[src/rtl/rtc_calendar_pkg.sv]
package rtc_calendar_pkg;

    localparam int WORD_W   = 32;
    localparam int IDX_LO   = 0;
    localparam int IDX_HI   = 1;
    localparam int IDX_CTRL = 4;
    localparam int CTRL_EN  = 0;
    localparam int CTRL_UNL = 1;

    typedef struct packed {
        logic [4:0] cent;
        logic [6:0] year;
        logic [3:0] month;
        logic [4:0] day;
        logic [4:0] hour;
        logic [5:0] min;
        logic [5:0] sec;
    } cal_time_t;

    function automatic logic [WORD_W-1:0] pack_lo(cal_time_t t);
        logic [WORD_W-1:0] w;
        w        = '0;
        w[28:24] = t.day;
        w[20:16] = t.hour;
        w[13:8]  = t.min;
        w[5:0]   = t.sec;
        return w;
    endfunction

    function automatic logic [WORD_W-1:0] pack_hi(cal_time_t t);
        logic [WORD_W-1:0] w;
        w        = '0;
        w[20:16] = t.cent;
        w[14:8]  = t.year;
        w[3:0]   = t.month;
        return w;
    endfunction

    function automatic cal_time_t unpack(logic [WORD_W-1:0] lo, logic [WORD_W-1:0] hi);
        cal_time_t t;
        t.day   = lo[28:24];
        t.hour  = lo[20:16];
        t.min   = lo[13:8];
        t.sec   = lo[5:0];
        t.cent  = hi[20:16];
        t.year  = hi[14:8];
        t.month = hi[3:0];
        return t;
    endfunction

endpackage

[src/rtl/rtc_month_len.sv]
module rtc_month_len (
    input  logic [3:0] month,
    input  logic [6:0] year,
    input  logic [4:0] cent,
    output logic [4:0] last_day
);
    logic leap;

    // century*100 is a multiple of 4, so only the year field matters for
    // divisibility by 4; at year 0 the century decides the 400 rule.
    always_comb begin
        if (year == 7'd0) begin
            leap = (cent[1:0] == 2'b00);
        end else begin
            leap = (year[1:0] == 2'b00);
        end
    end

    always_comb begin
        case (month)
            4'd2:                      last_day = leap ? 5'd29 : 5'd28;
            4'd4, 4'd6, 4'd9, 4'd11:   last_day = 5'd30;
            default:                   last_day = 5'd31;
        endcase
    end
endmodule

[src/rtl/rtc_advance.sv]
module rtc_advance
    import rtc_calendar_pkg::*;
(
    input  cal_time_t cur,
    output cal_time_t nxt
);
    logic [4:0] last_day;
    logic       c_sec, c_min, c_hour, c_day, c_mon, c_year;

    rtc_month_len u_len (
        .month    (cur.month),
        .year     (cur.year),
        .cent     (cur.cent),
        .last_day (last_day)
    );

    always_comb begin
        c_sec  = (cur.sec   >= 6'd59);
        c_min  = c_sec  && (cur.min   >= 6'd59);
        c_hour = c_min  && (cur.hour  >= 5'd23);
        c_day  = c_hour && (cur.day   >= last_day);
        c_mon  = c_day  && (cur.month >= 4'd12);
        c_year = c_mon  && (cur.year  >= 7'd99);

        nxt.sec   = c_sec  ? 6'd0 : 6'(cur.sec + 6'd1);
        nxt.min   = c_min  ? 6'd0 : (c_sec  ? 6'(cur.min   + 6'd1) : cur.min);
        nxt.hour  = c_hour ? 5'd0 : (c_min  ? 5'(cur.hour  + 5'd1) : cur.hour);
        nxt.day   = c_day  ? 5'd1 : (c_hour ? 5'(cur.day   + 5'd1) : cur.day);
        nxt.month = c_mon  ? 4'd1 : (c_day  ? 4'(cur.month + 4'd1) : cur.month);
        nxt.year  = c_year ? 7'd0 : (c_mon  ? 7'(cur.year  + 7'd1) : cur.year);
        nxt.cent  = c_year ? 5'(cur.cent + 5'd1) : cur.cent;
    end
endmodule

[src/rtl/rtc_calendar.sv]
module rtc_calendar
    import rtc_calendar_pkg::*;
#(
    parameter int ADDR_W = 5
) (
    input  logic              clk,
    input  logic              rst_n,
    input  logic              sec_tick,
    input  logic              rd_en,
    input  logic              wr_en,
    input  logic [ADDR_W-1:0] addr,
    input  logic [31:0]       wdata,
    output logic [31:0]       rdata
);
    localparam int IDX_W = ADDR_W - 2;

    typedef struct packed {
        logic [WORD_W-1:0] lo;
        logic [WORD_W-1:0] hi;
        logic [WORD_W-1:0] ctrl;
        logic [WORD_W-1:0] rdata;
        cal_time_t         live;
    } rtc_state_t;

    rtc_state_t s_d, s_q;
    cal_time_t  adv;
    logic [IDX_W-1:0] idx;
    logic sel_lo, sel_hi, sel_ctrl, mapped;
    logic lo_acc, hi_acc, ctrl_acc, load;

    rtc_advance u_adv (
        .cur (s_q.live),
        .nxt (adv)
    );

    always_comb begin
        idx      = addr[ADDR_W-1:2];
        sel_lo   = (idx == IDX_W'(IDX_LO));
        sel_hi   = (idx == IDX_W'(IDX_HI));
        sel_ctrl = (idx == IDX_W'(IDX_CTRL));
        mapped   = sel_lo || sel_hi || sel_ctrl;
        lo_acc   = wr_en && sel_lo && s_q.ctrl[CTRL_UNL];
        hi_acc   = wr_en && sel_hi && s_q.ctrl[CTRL_UNL];
        ctrl_acc = wr_en && sel_ctrl;
        load     = lo_acc || hi_acc || ctrl_acc;
    end

    always_comb begin
        s_d = s_q;

        if (rd_en) begin
            if (sel_lo) begin
                if (s_q.ctrl[CTRL_EN]) begin
                    s_d.lo    = pack_lo(s_q.live);
                    s_d.rdata = pack_lo(s_q.live);
                end else begin
                    s_d.rdata = s_q.lo;
                end
            end else if (sel_hi) begin
                if (s_q.ctrl[CTRL_EN]) begin
                    s_d.hi    = pack_hi(s_q.live);
                    s_d.rdata = pack_hi(s_q.live);
                end else begin
                    s_d.rdata = s_q.hi;
                end
            end else if (sel_ctrl) begin
                s_d.rdata = s_q.ctrl;
            end else begin
                s_d.rdata = '0;
            end
        end

        if (lo_acc)   s_d.lo   = wdata;
        if (hi_acc)   s_d.hi   = wdata;
        if (ctrl_acc) s_d.ctrl = wdata;

        if (load) begin
            s_d.live = unpack(s_d.lo, s_d.hi);
        end else if (sec_tick) begin
            s_d.live = adv;
        end
    end

    always_ff @(posedge clk or negedge rst_n) begin
        if (!rst_n) begin
            s_q <= '0;
        end else begin
            s_q <= s_d;
        end
    end

    assign rdata = s_q.rdata;

    AST_LOCKED_LO_HOLD: assert property (@(posedge clk) disable iff (!rst_n)
        (wr_en && sel_lo && !s_q.ctrl[CTRL_UNL] && !rd_en) |=> $stable(s_q.lo));

    AST_CTRL_TAKES_WRITE: assert property (@(posedge clk) disable iff (!rst_n)
        (wr_en && sel_ctrl) |=> (s_q.ctrl == $past(wdata)));

    AST_UNMAPPED_READ_ZERO: assert property (@(posedge clk) disable iff (!rst_n)
        (rd_en && !mapped) |=> (rdata == '0));

    AST_SEC_WRAP: assert property (@(posedge clk) disable iff (!rst_n)
        (sec_tick && !wr_en && s_q.live.sec == 6'd59) |=> (s_q.live.sec == 6'd0));

    AST_LOAD_BEATS_TICK: assert property (@(posedge clk) disable iff (!rst_n)
        (wr_en && sel_ctrl && !rd_en) |=> (s_q.live == unpack($past(s_q.lo), $past(s_q.hi))));

    AST_RDATA_HOLD: assert property (@(posedge clk) disable iff (!rst_n)
        (!rd_en) |=> $stable(rdata));
endmodule

[config.mk]
export PLATFORM = sky130hd
export DESIGN_NAME = rtc_calendar
export DESIGN_NICKNAME = d
export VERILOG_FILES = /design/src/rtl/rtc_calendar_pkg.sv /design/src/rtl/rtc_month_len.sv /design/src/rtl/rtc_advance.sv /design/src/rtl/rtc_calendar.sv
export SDC_FILE = /design/constraint.sdc
export NUM_CORES = 1
export LEC_CHECK = 0
export BUFFER_PORTS_ARGS = -buffer_cell sky130_fd_sc_hd__buf_2
export CAP_MARGIN = 20
export CORE_UTILIZATION = 40
export CTS_CLUSTER_SIZE = 28
export DETAILED_ROUTE_END_ITERATION = 8
export SYNTH_ARGS = -nofsm -noshare
export SYNTH_HDL_FRONTEND = slang
export SYNTH_SLANG_ARGS = --single-unit
[constraint.sdc]
create_clock -name clk -period 6.3 [get_ports clk]
set_input_delay 0.63 -clock clk [delete_from_list [all_inputs] [get_ports clk]]
set_output_delay 0.63 -clock clk [all_outputs]
set_load 0.01 [all_outputs]
After elaboration in Yosys (flattened, before gate mapping)

Cells that the tools add are included.

Register bits after elaboration: 166
Output and inout port bits: 32
Word-level logic and storage cells: 98

$add $sub $neg: 7
Order comparisons: 6
Equal/unequal tests: 8
Muxes and demuxes: 28
Reduce and logical (&&, ||, !) cells: 36

Operators by type and width:

| operator            | number |
|---|---|
| $mux 32             | 10 |
| $mux 38             | 2 |
| $mux 64             | 1 |
| $mux 5              | 5 |
| $mux 6              | 3 |
| $add 5x1->5 const B | 3 |
| $reduce_bool 3->1   | 5 |
| $mux 7              | 2 |
| $reduce_and 2->1    | 7 |
| $add 6x1->6 const B | 2 |
| $ge 6x6->1 const B  | 2 |
| $reduce_bool 2->1   | 6 |
| $logic_and 1x1->1   | 10 |
| $eq 4x3->1 const B  | 2 |
| $eq 4x4->1 const B  | 2 |
| $mux 4              | 2 |
| $add 7x1->7 const B | 1 |
| $ge 7x7->1 const B  | 1 |
| $logic_not 7->1     | 1 |
| $ge 5x5->1          | 1 |
| $ge 5x5->1 const B  | 1 |
| $add 4x1->4 const B | 1 |
| $eq 4x2->1 const B  | 1 |
| $ge 4x4->1 const B  | 1 |
| other kinds (10)    | 13 |

Depth between registers and ports, before layout

Depth in word-level cells: 11
Mapped depth: 12
Depth with buffers taken out: 12

Hierarchy

Synthesis repeated with hierarchy kept, for this count alone.

Cell total of the unflattened synthesis: 843
Area, all modules: 9192.6 µm²

By module, submodules not included:

| module        | instances | cells each | area each (µm²) | seq. area each (µm²) |
|---|---|---|---|---|
| rtc_calendar  | 1         | 667        | 7983.9          | 4154.0 |
| rtc_advance   | 1         | 164        | 1118.6          | 0.0 |
| rtc_month_len | 1         | 12         | 90.1            | 0.0 |

Worst setup path after synthesis

No wires, ideal clock.

Kind: reg-to-reg
Start point: reg s_q[30] (netlist name)
End point: reg s_q[19] (netlist name)
Setup time: 126 ps
Arrival time: 2644 ps
Required time: 6174 ps
Slack: 3530 ps
Stages on the path, launching flop included: 12
Buffers on the path: 1
Clock period less this slack: 2770 ps
Cells stage by stage: dfrtp_1 > clkbuf_1 > or3_1 > o41ai_1 > a21oi_1 > ha_1 > nand2b_1 > a21o_1 > nand3_1 > o31a_4 > nor4b_4 > a311o_1

Longest elaborated chain between the ends: 9
Elaborated cells on any way between the ends: 11
Classes of those cells: 1 x order compare; 6 x mux; 4 x reduce/logical

Ends and longest elaborated chain:

| element                  | line                | RTL |
|---|---|---|
| start: declaration       | rtc_calendar.sv:25  | `rtc_state_t s_d, s_q;` |
| start signal: assignment | rtc_calendar.sv:86  | `s_q <= '0;` |
| start signal: assignment | rtc_calendar.sv:88  | `s_q <= s_d;` |
| $logic_not 7->1 (*)      | rtc_month_len.sv:12 | `if (year == 7'd0) begin` |
| $mux 1 (*)               | rtc_month_len.sv:12 |  |
| $mux 1 (*)               | rtc_month_len.sv:21 | `4'd2: last_day = leap ? 5'd29 : 5'd28;` |
| $pmux 2 s2 (*)           | rtc_month_len.sv:20 | `case (month)` |
| $ge 5x5->1 (*)           | rtc_advance.sv:21   | `c_day = c_hour && (cur.day >= last_day);` |
| $logic_and 1x1->1 (*)    | rtc_advance.sv:21   |  |
| $mux 5                   | rtc_advance.sv:28   | `nxt.day = c_day ? 5'd1 : (c_hour ? 5'(cur.day + 5'd1) : cur.day);` |
| $mux 38                  | rtc_calendar.sv:79  | `end else if (sec_tick) begin` |
| $mux 38                  | rtc_calendar.sv:77  | `if (load) begin` |

Mark *: on every way between the ends. The rest lies on a longest branch, timed or not. The select of a mux whose other input is x is not followed.
A chain may end at the register's enable or synchronous reset.

Worst setup path in the final report

Ends and elaborated chain as after synthesis.

==> impl_metrics.yaml <==
run_status:
  status: "finished clean"
yosys:
  syn-num-nets: 903
  synth_top_area_share_pct: 47.9
  async_flop_share_pct: 100
  synth_compound_area_share_pct: 19.8
  synth_cell_types: 69
  ys_seq_elements: 166
  synth_mux_area_share_pct: 10.8
  synth_top_family_by_area: "compound AO/OA/AOI/OAI gates"
  yosysWarnings: 0
  yosys-top-cells-area: "dfrtp_1 (48%), mux2i_1 (5.9%), mux2_2 (4.9%)"
  synthAdderAreaFrac_pct: 2.02
  yosysSeqAreaShare_pct: 47.9
  syn_inst: 847
  synthFlopType: "dfrtp_1"
  yosys.area_share.simple_pct: 12.5
  synth_top_area_cell: "dfrtp_1"
  synth-edff-count: 0
  synth_xor_xnor_area_share_pct: 0.404
  avgSynthCellArea_um2: 10.2
  netlist_area_um2: 8680
timing:
  fmax_mhz: 330
  hold_viol_final: 0
  finClkSkew_ps: 10.2
  fin_crit_sh_pct: 48.2
  final.min_clock_period_ps: 3030
  setup_viol: 0
  slew_viol_final: 0
  rsz0062_at_grt: "no"
  hold_ws_ps: 309
  setup_ws_ps: 3270
  worstMarginPinSlew_ps: 1070
  finalSetupTns_ps: 0
  slew_headroom_pct: 28.8
setup_path:
  cp-start-kind: "flip-flop"
  crit_required_ps: 6610
  end_kind: "flip-flop"
  worstRegToRegCells: 10
  worstPathMaxFanout: 8
  cp.arrival_ps: 3350
  critPathKind: "flip-flop to flip-flop"
clock_tree:
  clockBufferDepth: 2
  root_buffer: "clkbuf_16"
  hold_buffers: 0
  cts_buffers: 17
  cts_setup_buffers: 0
  path_clk_slew_ps: 70
  cts-resized-gates: 0
  cts.sinks: 166
  clock_latency_ps: 430
  cts_tree: "built"
  h-tree-depth: 4
drt:
  wl_per_cell_um: 20.1
  dr.pass1.iters: 5
  drc: 0
  drt-total-wl_um: 23000
  vias: 6648
  ant_nets: 0
  vias_per_cell: 5.80
  first_iter_violations: 472
die:
  design.core.area_um2: 21200
  die_w_um: 149
  rows: 53
  pin_count: 74
  die-area_um2: 22300
  die-height_um: 149
  start_util_pct: 41.0
layout:
  synthToLayoutAreaGrowth_pct: 9.89
  n_antenna_cell: 0
  fin_cells: 1146
  final_util_pct: 45.1
  fin_nets: 915
  design_area_um2: 9530
  drive_above_1_share_pct: 19.2
power_and_ir_drop:
  ir_drop_uv: 209
  power_density_nw_per_um2: 387
  p_leak_nw: 4.39
  power_mw: 3.69
place:
  place_ws_ps: 3240
  dp_hpwl_um: 15600
  dp_cells: 1115
  portBuffers: 71
  placed_area_um2: 8960
  place_congestion: 0.860
run:
  timing.max_cap.violations: 0
global_route:
  antenna_found_initial: 0
  first_global_vias: 6271
  track_usage_pct: 21.3
  gr-total-overflow: 0
  grt_max_degree: 105
  grt_pass1_wl_um: 35900
hold_path:
  hold_path.class: "primary input to async pin"
path summary, 6_finish.rpt:
| path | from | endpoint | slack, ps |
|---|---|---|---|
| worst max-delay path | s_q[30] | s_q[19] | 3270 |
| worst min-delay path | rst_n | rdata[24] | 310 |
| worst max register to register | s_q[30] | s_q[19] | 3270 |
| worst min register to register | rdata[10] | rdata[10] | 490 |
| max in group asynchronous | rst_n | s_q[78] | 4540 |
| min in group clk | wdata[22] | s_q[124] | 450 |
worst max-delay path, stage by stage, from the launching register on:
cell and delay [ps]:
dfrtp_1 450, or3_1 420, o41ai_1 330, a21oi_1 130, ha_1 280, nand2b_1 110
a21o_1 150, nand3_1 160, o31a_4 420, nor4b_4 140, a311o_1 330
synth_stat cells, types with 21 or more instances:
master,instances
mux2i_1,51
nand2_1,64
clkbuf_1,24
o21ai_0,26
dfrtp_1,166
a22oi_1,25
and3_1,21
buf_2,24
buf_4,37
a22o_1,27
mux2_2,38
o21ai_1,42
nor2_1,70
a21oi_1,38
cell usage in the layout (no fill, tap or decap), drive strengths merged, types with 3 or more instances in the layout:
cell    synthesis  final
mux2           38     38
a31oi          11     11
a211o          10     10
nor3b           3      3
nand4           5      5
o221ai          5      5
o211ai          6      6
mux2i          51     51
and2            6      6
or3             5      5
inv            15     18
nor4            3      3
nand4b          3      3
a221oi          9      9
a21oi          38     38
a222oi          7      7
ha             14     14
buf            65     82
dfrtp         166    166
nand2          65     65
nor3            4      4
xnor2           3      3
nand3          20     20
clkinv          0      8
nand2b          3      3
o21ai          69     69
a22oi          25     25
clkbuf         24     17
o22ai          16     16
a21o            5      5
a22o           27     27
and3           21     21
nor2           72     72
area by class of cell:
| cell class | instances | area [µm²] |
|---|---|---|
| Multi-Input combinational cell | 577 | 3960 |
| Tap cell | 275 | 344 |
| Inverter | 15 | 56.3 |
| Sequential cell | 166 | 4160 |
| Timing Repair Buffer | 82 | 444 |
| Clock inverter | 14 | 153 |
| Clock buffer | 17 | 425 |
| Fill cell | 1993 | 11600 |
power breakdown:
part / switching (mW) / internal (mW)
Sequential: 0.307 / 1.38
Clock: 0.445 / 0.586
Combinational: 0.522 / 0.443
layer usage:
layer / global-route usage, % / up-vias / routed length (µm)
li1: - / 3143 / -
met1: 31.4 / 3295 / 11400
met2: 31.3 / 183 / 10100
met3: 3.09 / 27 / 1070
met4: 7.91 / 0 / 418
met5: 0 / - / 0
registers in the layout (all words and copies together), names as in the netlist:
name   cells
rdata     32
s_q      134
cell families (layout without fill, tap and decap cells):
kind of cell	Yosys count	count (layout)
fa+ha+maj	14	14
xor+xnor	4	4
compound gates	251	251
buf+inv	104	128
flops	166	166
simple gates	219	219
mux	89	89
Power figures use the tool's default switching activity.
